### src/rtl/srx_pkg.sv
// Package srx_pkg: shared constants and types for the serial receive deserializer.
package srx_pkg;
    localparam int unsigned SRX_MAX_W = 24;
    localparam int unsigned SRX_MIN_W = 8;

    typedef enum logic {
        ORDER_MSB = 1'b0,
        ORDER_LSB = 1'b1
    } srx_order_e;
endpackage

### src/rtl/srx_bit_counter.sv
// srx_bit_counter: counts the accepted bits of the current word.
// The word length is captured on the first bit, so a word always completes
// at the length that was in force when it began.
// Assumes len_in is even and within MIN_W..W whenever a word starts.
module srx_bit_counter #(
    parameter int unsigned W     = srx_pkg::SRX_MAX_W,
    parameter int unsigned MIN_W = srx_pkg::SRX_MIN_W,
    localparam int unsigned CW   = $clog2(W + 1)
) (
    input  logic          clk,
    input  logic          rst_n,
    input  logic          step,
    input  logic [CW-1:0] len_in,
    output logic          first_bit,
    output logic          last_bit,
    output logic [CW-1:0] len_eff
);
    logic [CW-1:0] cnt_q;
    logic [CW-1:0] len_q;

    // Length in force: the live input at a word's first bit, the captured value after it.
    always_comb begin
        first_bit = (cnt_q == '0);
        len_eff   = first_bit ? len_in : len_q;
        last_bit  = step && (cnt_q == len_eff - CW'(1));
    end

    // Bit count and length capture, advanced only on accepted bits.
    always_ff @(posedge clk) begin
        if (!rst_n) begin
            cnt_q <= '0;
            len_q <= CW'(MIN_W);
        end else if (step) begin
            if (first_bit) len_q <= len_in;
            cnt_q <= last_bit ? '0 : cnt_q + CW'(1);
        end
    end

    // The count may move only when a bit is accepted.
    assert_cnt_hold_R5: assert property (@(posedge clk) disable iff (!rst_n)
        !step |=> $stable(cnt_q));

    // Mid-word, the count stays below the length captured at the word's first bit.
    assert_cnt_range_R8: assert property (@(posedge clk) disable iff (!rst_n)
        (cnt_q != '0) |-> (cnt_q < len_q));
endmodule

### src/rtl/srx_shift_reg.sv
// srx_shift_reg: the 24-bit receive shift register.
// MSB-first words enter at bit 0 and build up right-aligned.
// LSB-first words enter at the top and build downward, so they end up left-justified.
// The register is cleared at each word's first bit, so stale bits never leak into a short word.
// Assumes the bit order stays constant for the whole word.
module srx_shift_reg #(
    parameter int unsigned W = srx_pkg::SRX_MAX_W
) (
    input  logic                clk,
    input  logic                rst_n,
    input  logic                step,
    input  logic                first_bit,
    input  srx_pkg::srx_order_e order,
    input  logic                sdata,
    output logic [W-1:0]        sh_next
);
    logic [W-1:0] sh_q;
    logic [W-1:0] base;

    // Next register contents when the current bit is accepted.
    always_comb begin
        base = first_bit ? '0 : sh_q;
        if (order == srx_pkg::ORDER_LSB) sh_next = {sdata, base[W-1:1]};
        else                             sh_next = {base[W-2:0], sdata};
    end

    // Load the shifted value on accepted bits only.
    always_ff @(posedge clk) begin
        if (!rst_n)    sh_q <= '0;
        else if (step) sh_q <= sh_next;
    end

    // Unqualified pulses must leave the register untouched.
    assert_sh_hold_R5: assert property (@(posedge clk) disable iff (!rst_n)
        !step |=> $stable(sh_q));
endmodule

### src/rtl/srx_justify.sv
// srx_justify: combinational left-justification of a completed word.
// MSB-first words are moved up by W - len; LSB-first words are already in place.
// Assumes len lies within 1..W.
module srx_justify #(
    parameter int unsigned W  = srx_pkg::SRX_MAX_W,
    localparam int unsigned CW = $clog2(W + 1)
) (
    input  logic [W-1:0]        raw,
    input  logic [CW-1:0]       len,
    input  srx_pkg::srx_order_e order,
    output logic [W-1:0]        justified
);
    localparam logic [CW-1:0] W_C = CW'(W);

    logic [CW-1:0] shamt;

    // Shift amount and placement of the word.
    always_comb begin
        shamt = W_C - len;
        if (order == srx_pkg::ORDER_LSB) justified = raw;
        else                             justified = raw << shamt;
    end
endmodule

### src/rtl/srx_deser.sv
// srx_deser: serial-to-parallel receiver for audio words of 8 to 24 bits.
// Accepts a bit on each bclk_en pulse. In continuous-clock mode the pulse must
// also arrive while fsync is high; in gated-clock mode fsync is ignored.
// Registers the left-justified word and raises word_valid for one cycle
// after the last bit of the word.
// Assumes word_len is even, 8..24, and that mode inputs change only between words.
module srx_deser #(
    parameter int unsigned W     = srx_pkg::SRX_MAX_W,
    parameter int unsigned MIN_W = srx_pkg::SRX_MIN_W,
    localparam int unsigned CW   = $clog2(W + 1)
) (
    input  logic          clk,
    input  logic          rst_n,
    input  logic          bclk_en,
    input  logic          fsync,
    input  logic          gated_mode,
    input  logic          lsb_first,
    input  logic [CW-1:0] word_len,
    input  logic          sdata,
    output logic [W-1:0]  word_out,
    output logic          word_valid
);
    logic                step;
    logic                first_bit;
    logic                last_bit;
    logic [CW-1:0]       len_eff;
    logic [W-1:0]        sh_next;
    logic [W-1:0]        just;
    srx_pkg::srx_order_e order;

    // Qualify edge pulses according to the clock mode.
    always_comb begin
        step  = bclk_en && (gated_mode || fsync);
        order = srx_pkg::srx_order_e'(lsb_first);
    end

    srx_bit_counter #(.W(W), .MIN_W(MIN_W)) u_cnt (
        .clk       (clk),
        .rst_n     (rst_n),
        .step      (step),
        .len_in    (word_len),
        .first_bit (first_bit),
        .last_bit  (last_bit),
        .len_eff   (len_eff)
    );

    srx_shift_reg #(.W(W)) u_shift (
        .clk       (clk),
        .rst_n     (rst_n),
        .step      (step),
        .first_bit (first_bit),
        .order     (order),
        .sdata     (sdata),
        .sh_next   (sh_next)
    );

    srx_justify #(.W(W)) u_just (
        .raw       (sh_next),
        .len       (len_eff),
        .order     (order),
        .justified (just)
    );

    // Output stage: capture the finished word and pulse the valid strobe.
    always_ff @(posedge clk) begin
        if (!rst_n) begin
            word_out   <= '0;
            word_valid <= 1'b0;
        end else begin
            word_valid <= last_bit;
            if (last_bit) word_out <= just;
        end
    end

    // The strobe never lasts two cycles.
    assert_valid_pulse_R7: assert property (@(posedge clk) disable iff (!rst_n)
        word_valid |=> !word_valid);

    // The strobe always follows an edge pulse on the previous cycle.
    assert_valid_after_edge_R7: assert property (@(posedge clk) disable iff (!rst_n)
        word_valid |-> $past(bclk_en));

    // In continuous-clock mode, a word can finish only on a frame-qualified pulse.
    assert_frame_qual_R5: assert property (@(posedge clk) disable iff (!rst_n)
        word_valid |-> $past(gated_mode || fsync));

    // The bits below a short word read as zero.
    assert_low_zero_R4: assert property (@(posedge clk) disable iff (!rst_n)
        word_valid |-> ((word_out & ({W{1'b1}} >> u_cnt.len_q)) == '0));

    // Word holds between completions.
    assert_word_hold_R10: assert property (@(posedge clk) disable iff (!rst_n)
        !word_valid |=> $stable(word_out) || word_valid);
endmodule

### config.mk
export PLATFORM = sky130hd
export DESIGN_NAME = srx_deser
export DESIGN_NICKNAME = d
export VERILOG_FILES = /design/src/rtl/srx_pkg.sv /design/src/rtl/srx_bit_counter.sv /design/src/rtl/srx_shift_reg.sv /design/src/rtl/srx_justify.sv /design/src/rtl/srx_deser.sv
export SDC_FILE = /design/constraint.sdc
export NUM_CORES = 1
export LEC_CHECK = 0
export ABC_AREA = 1
export BUFFER_PORTS_ARGS = -buffer_cell sky130_fd_sc_hd__buf_2
export CELL_PAD_IN_SITES_DETAIL_PLACEMENT = 1
export CELL_PAD_IN_SITES_GLOBAL_PLACEMENT = 1
export CORE_AREA = 5 5 147 149
export DETAILED_ROUTE_END_ITERATION = 6
export DIE_AREA = 0 0 152 154
export HOLD_SLACK_MARGIN = 0.08
export MAX_ROUTING_LAYER = met4
export PLACE_DENSITY_LB_ADDON = 0.1
export SLEW_MARGIN = 20
export SYNTH_ARGS = -nofsm -noshare
export SYNTH_HDL_FRONTEND = slang
export SYNTH_HIERARCHICAL = 1
export SYNTH_SLANG_ARGS = --single-unit
### constraint.sdc
create_clock -name clk -period 3.6 [get_ports clk]
set_input_delay 0.72 -clock clk [delete_from_list [all_inputs] [get_ports clk]]
set_output_delay 0.72 -clock clk [all_outputs]
set_load 0.02 [all_outputs]
Word-level counts from Yosys, hierarchy flattened
Cells that the tools add are included.

cells by class
  reduce and logical (&&, ||, !) cells = 4
  equality and inequality tests = 1
  multiplexer cells = 5
  bitwise operators = 0
  add/sub/neg operators = 3
  $lt $le $gt $ge = 0
  multipliers = 0
  div/mod/pow operators = 0
  shift operators = 1

operators with widths
  operator             number
  $mux 24              3
  $shl 24x5->24        1
  $mux 5               2
  $add 5x1->5 const B  1
  $eq 5x5->1           1
  $logic_not 5->1      1
  $sub 5x1->5 const B  1
  $sub 5x5->5 const A  1
  $logic_and 1x1->1    2
  $logic_or 1x1->1     1

storage, ports and cells
  memory bits (read-only) = 0
  memories kept = 0
  logic and storage cells = 19
  RAM bits = 0
  register bits after elaboration = 59
  bits in latches = 0

Depth between registers and ports, before layout
  word-level depth = 6
  mapped depth = 26

Modules after synthesis
The synthesis kept the hierarchy.

by module, submodules not included
  module           cells an instance  area each (um^2)  seq. area each (um^2)  times used
  srx_shift_reg    235                1559.0            480.5                  1
  srx_justify      319                1516.5            0.0                    1
  srx_deser        156                1011.0            500.5                  1
  srx_bit_counter  121                819.5             200.2                  1

Worst setup path before layout
Ideal clock, no wire load.

  kind = register to register
  start point = register u_cnt.cnt_q[0]
  end point = register word_out[19]
  path buffers = 3
  period minus slack after synthesis = 2697 ps
  path slack = 903 ps
  cell stages (with the launch flop) = 24
  arrival = 2584 ps
  cell sequence = dfxtp_1 inv_1 ha_1 inv_1 nor2_4 nand3_1 nand2_2 buf_6 inv_6 buf_4 ha_1 inv_2 buf_2 nand3_1 nand3_1 nand3_1 nand2_1 nand2_1 nand2_1 nand2_1 inv_1 nand2_1 nand2_1 nor2_1

between the ends
  word-level cells in the longest chain between the ends = 5

ends and longest elaborated chain
  what                    RTL line               text
  from (decl)             srx_bit_counter.sv:18  logic [CW-1:0] cnt_q;
  from (signal assigned)  srx_bit_counter.sv:35  cnt_q <= last_bit ? '0 : cnt_q + CW'(1);
  $logic_not 5->1         srx_bit_counter.sv:23  first_bit = (cnt_q == '0);
  $mux 5                  srx_bit_counter.sv:24  len_eff = first_bit ? len_in : len_q;
  named net len_eff[0]    srx_deser.sv:26        logic [CW-1:0] len_eff;
  $sub 5x5->5             srx_justify.sv:19      shamt = W_C - len;
  $shl 24x5->24           srx_justify.sv:21      else justified = raw << shamt;
  $mux 24                 srx_justify.sv:20      if (order == srx_pkg::ORDER_LSB) justified = raw;
  named net just[19]      srx_deser.sv:28        logic [W-1:0] just;
  to (signal assigned)    srx_deser.sv:71        if (last_bit) word_out <= just;
  to (decl)               srx_deser.sv:20        output logic [W-1:0] word_out,

The timed path passes the listed nets, and every way through them passes these cells.
A chain may end at the register's enable or synchronous reset.

Final worst setup path
  start point = register u_cnt.cnt_q[0]
  end point = register word_out[7]

Same word-level chain as after synthesis.

==> results summary <==
The number of nets produced by synthesis is ~850. TritonCTS built the clock tree. The critical path is of the flop to flop type.

The startpoint of the worst hold path is word_out[5]. The number of stages on the worst hold path came out at 2. The number of placed I/O pins is 37. In this run, post-CTS repair resized a total of 0 instances. The chip width is between 150 and 200 um. The number of diodes added for antenna fixing came out at 0. STA classifies the critical path startpoint as a flop. Dividing the detail-routed via count by the number of cells gives between 4 and 5.

The number of buffers and inverters on the critical path is 5. The total power density per cell area came out at between 400 and 500 nW/um^2. The number of buffers inserted during clock tree synthesis is 9.

The remaining antenna violation count came out at 0. The first global-routing pass estimated ~26 mm of wire. The longest clock path from root to sink contains 2 buffers. The largest voltage drop on the vdd net came out at 190 uV. STA classifies the critical path endpoint as a flop. The setup fix buffers added after clock tree synthesis came out at 0.

The arrival time reported for the critical path endpoint came out at 3.50 ns. The core region is ~20000 um^2. The number of register bits inferred by synthesis is 59.

The effective utilization at floorplan came out at around a quarter. The via count of the first global-routing pass came out at around 5000. Input and output buffers added on the ports amount to 36. The sink count of the clock tree came out at between 50 and 60.

The count of vias placed by the detailed router came out at around 5000. The utilization after layout is 27.2%. The initial DRC count came out at between 200 and 250.

The number of slew-limit violations in the final report came out at 0. For this run, the post-layout net count is approximately 860. Measured in cells, the most critical reg-to-reg path has a length of 19. The detailed-placement wirelength estimate came out at approximately 12 mm.

Cells with a size suffix above 1 make up around 15% of the layout. Registers take between 1000 and 1500 um^2. On the critical path the largest part of the delay comes from simple AND/OR/NAND/NOR gates. The required time at the worst-slack endpoint came out at 3.88 ns.

The clock-pin slew of the registers on the worst-case setup and hold paths came out at around 0.050 ns. The number of antenna violations at the first check in global routing was 0. The distinct cell type count of the synthesized netlist came out at 35. The average size of a mapped cell came out at between 5 and 6 um^2. The worst-case headroom to the max-slew limit came out at between 40% and 50%. The setup-violating endpoint count in the final report came out at 0. The final routed wirelength across all metal layers came out at between 15 and 20 mm. After filler insertion, the fill cell instance count of the layout stands at 2660.

Setup repair after global routing left no endpoint under its margin. The largest net degree at the start of global routing is 55. The cell area after synthesis is between 4000 and 5000 um^2. The overall die area is between 20000 and 25000 um^2.

The post-route DRC violation count is 0. Along the worst path, the maximum fanout reaches 27. The fraction of the yosys area taken by sequential cells is ~24%. The worst clock skew on the final layout came out at between 0.009 and 0.01 ns.

In this run the worst setup path begins at u_cnt/cnt_q[0]. The final setup slack of the worst path is 0.380 ns. The post-synthesis instance total came out at 831. The worst register-to-register path begins at u_cnt/cnt_q[0]. The floorplan die height is 154 um. The delay contributed by the slowest stage of the critical path is ~0.44 ns. The run finished with clean final reports. The wire length per cell after detailed routing came out at roughly 14 um. The signal on the critical path passes through inv_1 -> ha_1 -> inv_1 -> nor2_4 -> nand2_4 -> nand2_2 -> nand2_2 -> inv_6 -> ha_1 -> nand2_2 -> nand3_1 -> nand2_2 -> nor2_2 -> inv_1 -> o21ai_0 -> inv_1 -> nand2_1 -> nand2_1 -> nor2_1.

The count of yosys warnings during synthesis is 6. The time the final worst path needs with I/O delays and setup came out at approximately 3.2 ns. The standby leakage power is 0.00269 uW. The final hold violation count is 0. The total number of cells along the worst setup path is 19. The placement row count came out at between 50 and 60.

The total congestion overflow after global routing came out at 0. The transition time at the pin with the least slew margin came out at 0.847 ns. For this run, the leading register cell type out of synthesis is sky130_fd_sc_hd__dfxtp_1. The post-cts hold buffer count is 0. The pre-CTS setup slack came out at around 0.4 ns.

The number of detailed-routing iterations run before antenna repair came out at 6. The worst hold slack after final layout came out at 0.467 ns. The setup TNS came out at 0 ns. The async set-or-reset flop fraction in the synthesized netlist came out at 0%. The worst min-delay path class is flop to flop. Relative to the synthesized area, the layout overhead comes to 11.0%. The total global routing track utilization came out at roughly 14%.

The period utilization came out at 89.4%. For this design, the slowest cell found on the critical path is sky130_fd_sc_hd__nor2_2. The worst-skew pair later-pin latency came out at between 0.3 and 0.4 ns.

The reported max-cap violation count is 0. The number of enable-type register cells in the synthesized netlist came out at 0. The global placement routability congestion came out at around 0.8. Static timing analysis puts the maximum clock frequency at between 300 and 400 MHz. The root buffer cell is sky130_fd_sc_hd__clkbuf_16. The footprint of the multi-input gates came out at between 2000 and 3000 um^2. The number of levels the H-tree was split into came out at 3.
-- final cells by class --
class	count	share of cell area, %
well taps	270	6.20
repair buffers	46	4.92
inverters	95	6.87
clock buffers	15	5.28
clock inverters	1	0.0919
multi-input cells	631	54.9
flip-flops and latches	59	21.7
-- worst min-delay path: stages, from the launching register on --
cell,delay [ns]
sky130_fd_sc_hd__dfxtp_1,0.32
sky130_fd_sc_hd__nor2_1,0.04
sky130_fd_sc_hd__nor2_1,0.08
-- path summary, 6_finish.rpt --
kind,to,slack (ns)
max,word_out[7],0.38
max reg2reg,word_out[7],0.38
min reg2reg,word_out[5],0.47
min,word_out[5],0.47
-- routing by layer --
metal	vias up	track usage, %	routed length, um
li1	2652	-	-
met1	2357	19.3	8260
met2	64	21.5	7150
met3	11	2.78	558
met4	0	3.90	181
met5	-	-	0
-- metrics by stage --
step | total power [uW] | cells | cell area, um^2
2_1_floorplan | 1540 | 831 | 4910
3_3_place_gp | 1740 | 1101 | 5150
3_5_place_dp | 1750 | 1101 | 5150
4_1_cts | 2620 | 1117 | 5450
5_1_grt | 2760 | 1117 | 5450
6_report | 2570 | 1117 | 5450
-- power by group --
group	leakage (uW)	internal, uW	switching [uW]
Combinational	0.00206	305	715
Sequential	0.000482	688	25.0
Clock	0.000146	540	293
-- logic make-up after synthesis --
family	share of synthesized area, %
XOR/XNOR	0.357
flip-flops	24.1
adder cells (fa/ha/maj)	1.02
AND/OR/NAND/NOR	54.1
buffers and inverters	15.0
AO/OA/AOI/OAI	5.48
-- cell usage after synthesis, types with 2 or more instances --
master                     count  area (um^2)
sky130_fd_sc_hd__o21ai_0       9         45.0
sky130_fd_sc_hd__nand2_4       2         22.5
sky130_fd_sc_hd__nand2_2      17          106
sky130_fd_sc_hd__dfxtp_1      59         1180
sky130_fd_sc_hd__nor2_4        3         33.8
sky130_fd_sc_hd__nand2_1     250          938
sky130_fd_sc_hd__o21a_1        2         15.0
sky130_fd_sc_hd__buf_4        11         82.6
sky130_fd_sc_hd__nor2_1      105          394
sky130_fd_sc_hd__a21oi_2       2         17.5
sky130_fd_sc_hd__nand3_2      25          250
sky130_fd_sc_hd__inv_2         7         26.3
sky130_fd_sc_hd__inv_4         2         12.5
sky130_fd_sc_hd__nand3_1     165          826
sky130_fd_sc_hd__buf_2        18         90.1
sky130_fd_sc_hd__a21oi_1      17         85.1
sky130_fd_sc_hd__clkbuf_1      4         15.0
sky130_fd_sc_hd__nor2_2        4         25.0
sky130_fd_sc_hd__inv_1        84          315
sky130_fd_sc_hd__ha_1          4         50.1
sky130_fd_sc_hd__buf_6        10          113
sky130_fd_sc_hd__and2_1        2         12.5
sky130_fd_sc_hd__o21ai_1      11         55.1
sky130_fd_sc_hd__buf_12        3         60.1
sky130_fd_sc_hd__o211ai_1      4         30.0
sky130_fd_sc_hd__nand3b_1      2         15.0
-- cells in the final DEF (no fill, tap or decap), types with 3 or more instances in the layout --
master,count
sky130_fd_sc_hd__dfxtp_1,59
sky130_fd_sc_hd__nand2_2,17
sky130_fd_sc_hd__o21ai_0,9
sky130_fd_sc_hd__o21ai_1,11
sky130_fd_sc_hd__inv_2,7
sky130_fd_sc_hd__buf_4,9
sky130_fd_sc_hd__nor2_4,3
sky130_fd_sc_hd__clkbuf_8,4
sky130_fd_sc_hd__nand3_2,25
sky130_fd_sc_hd__buf_2,36
sky130_fd_sc_hd__a21oi_1,17
sky130_fd_sc_hd__inv_1,84
sky130_fd_sc_hd__nor2_1,105
sky130_fd_sc_hd__clkbuf_16,9
sky130_fd_sc_hd__ha_1,4
sky130_fd_sc_hd__nor2_2,4
sky130_fd_sc_hd__nand2_1,250
sky130_fd_sc_hd__o211ai_1,4
sky130_fd_sc_hd__nand3_1,165
-- flip-flops by register name, summed over array words and instances, names as in the netlist --
signal,cells
word_valid,1
u_shift/sh_q,24
u_cnt/len_q,5
u_cnt/cnt_q,5
word_out,24
Power figures use the tool's default switching activity.
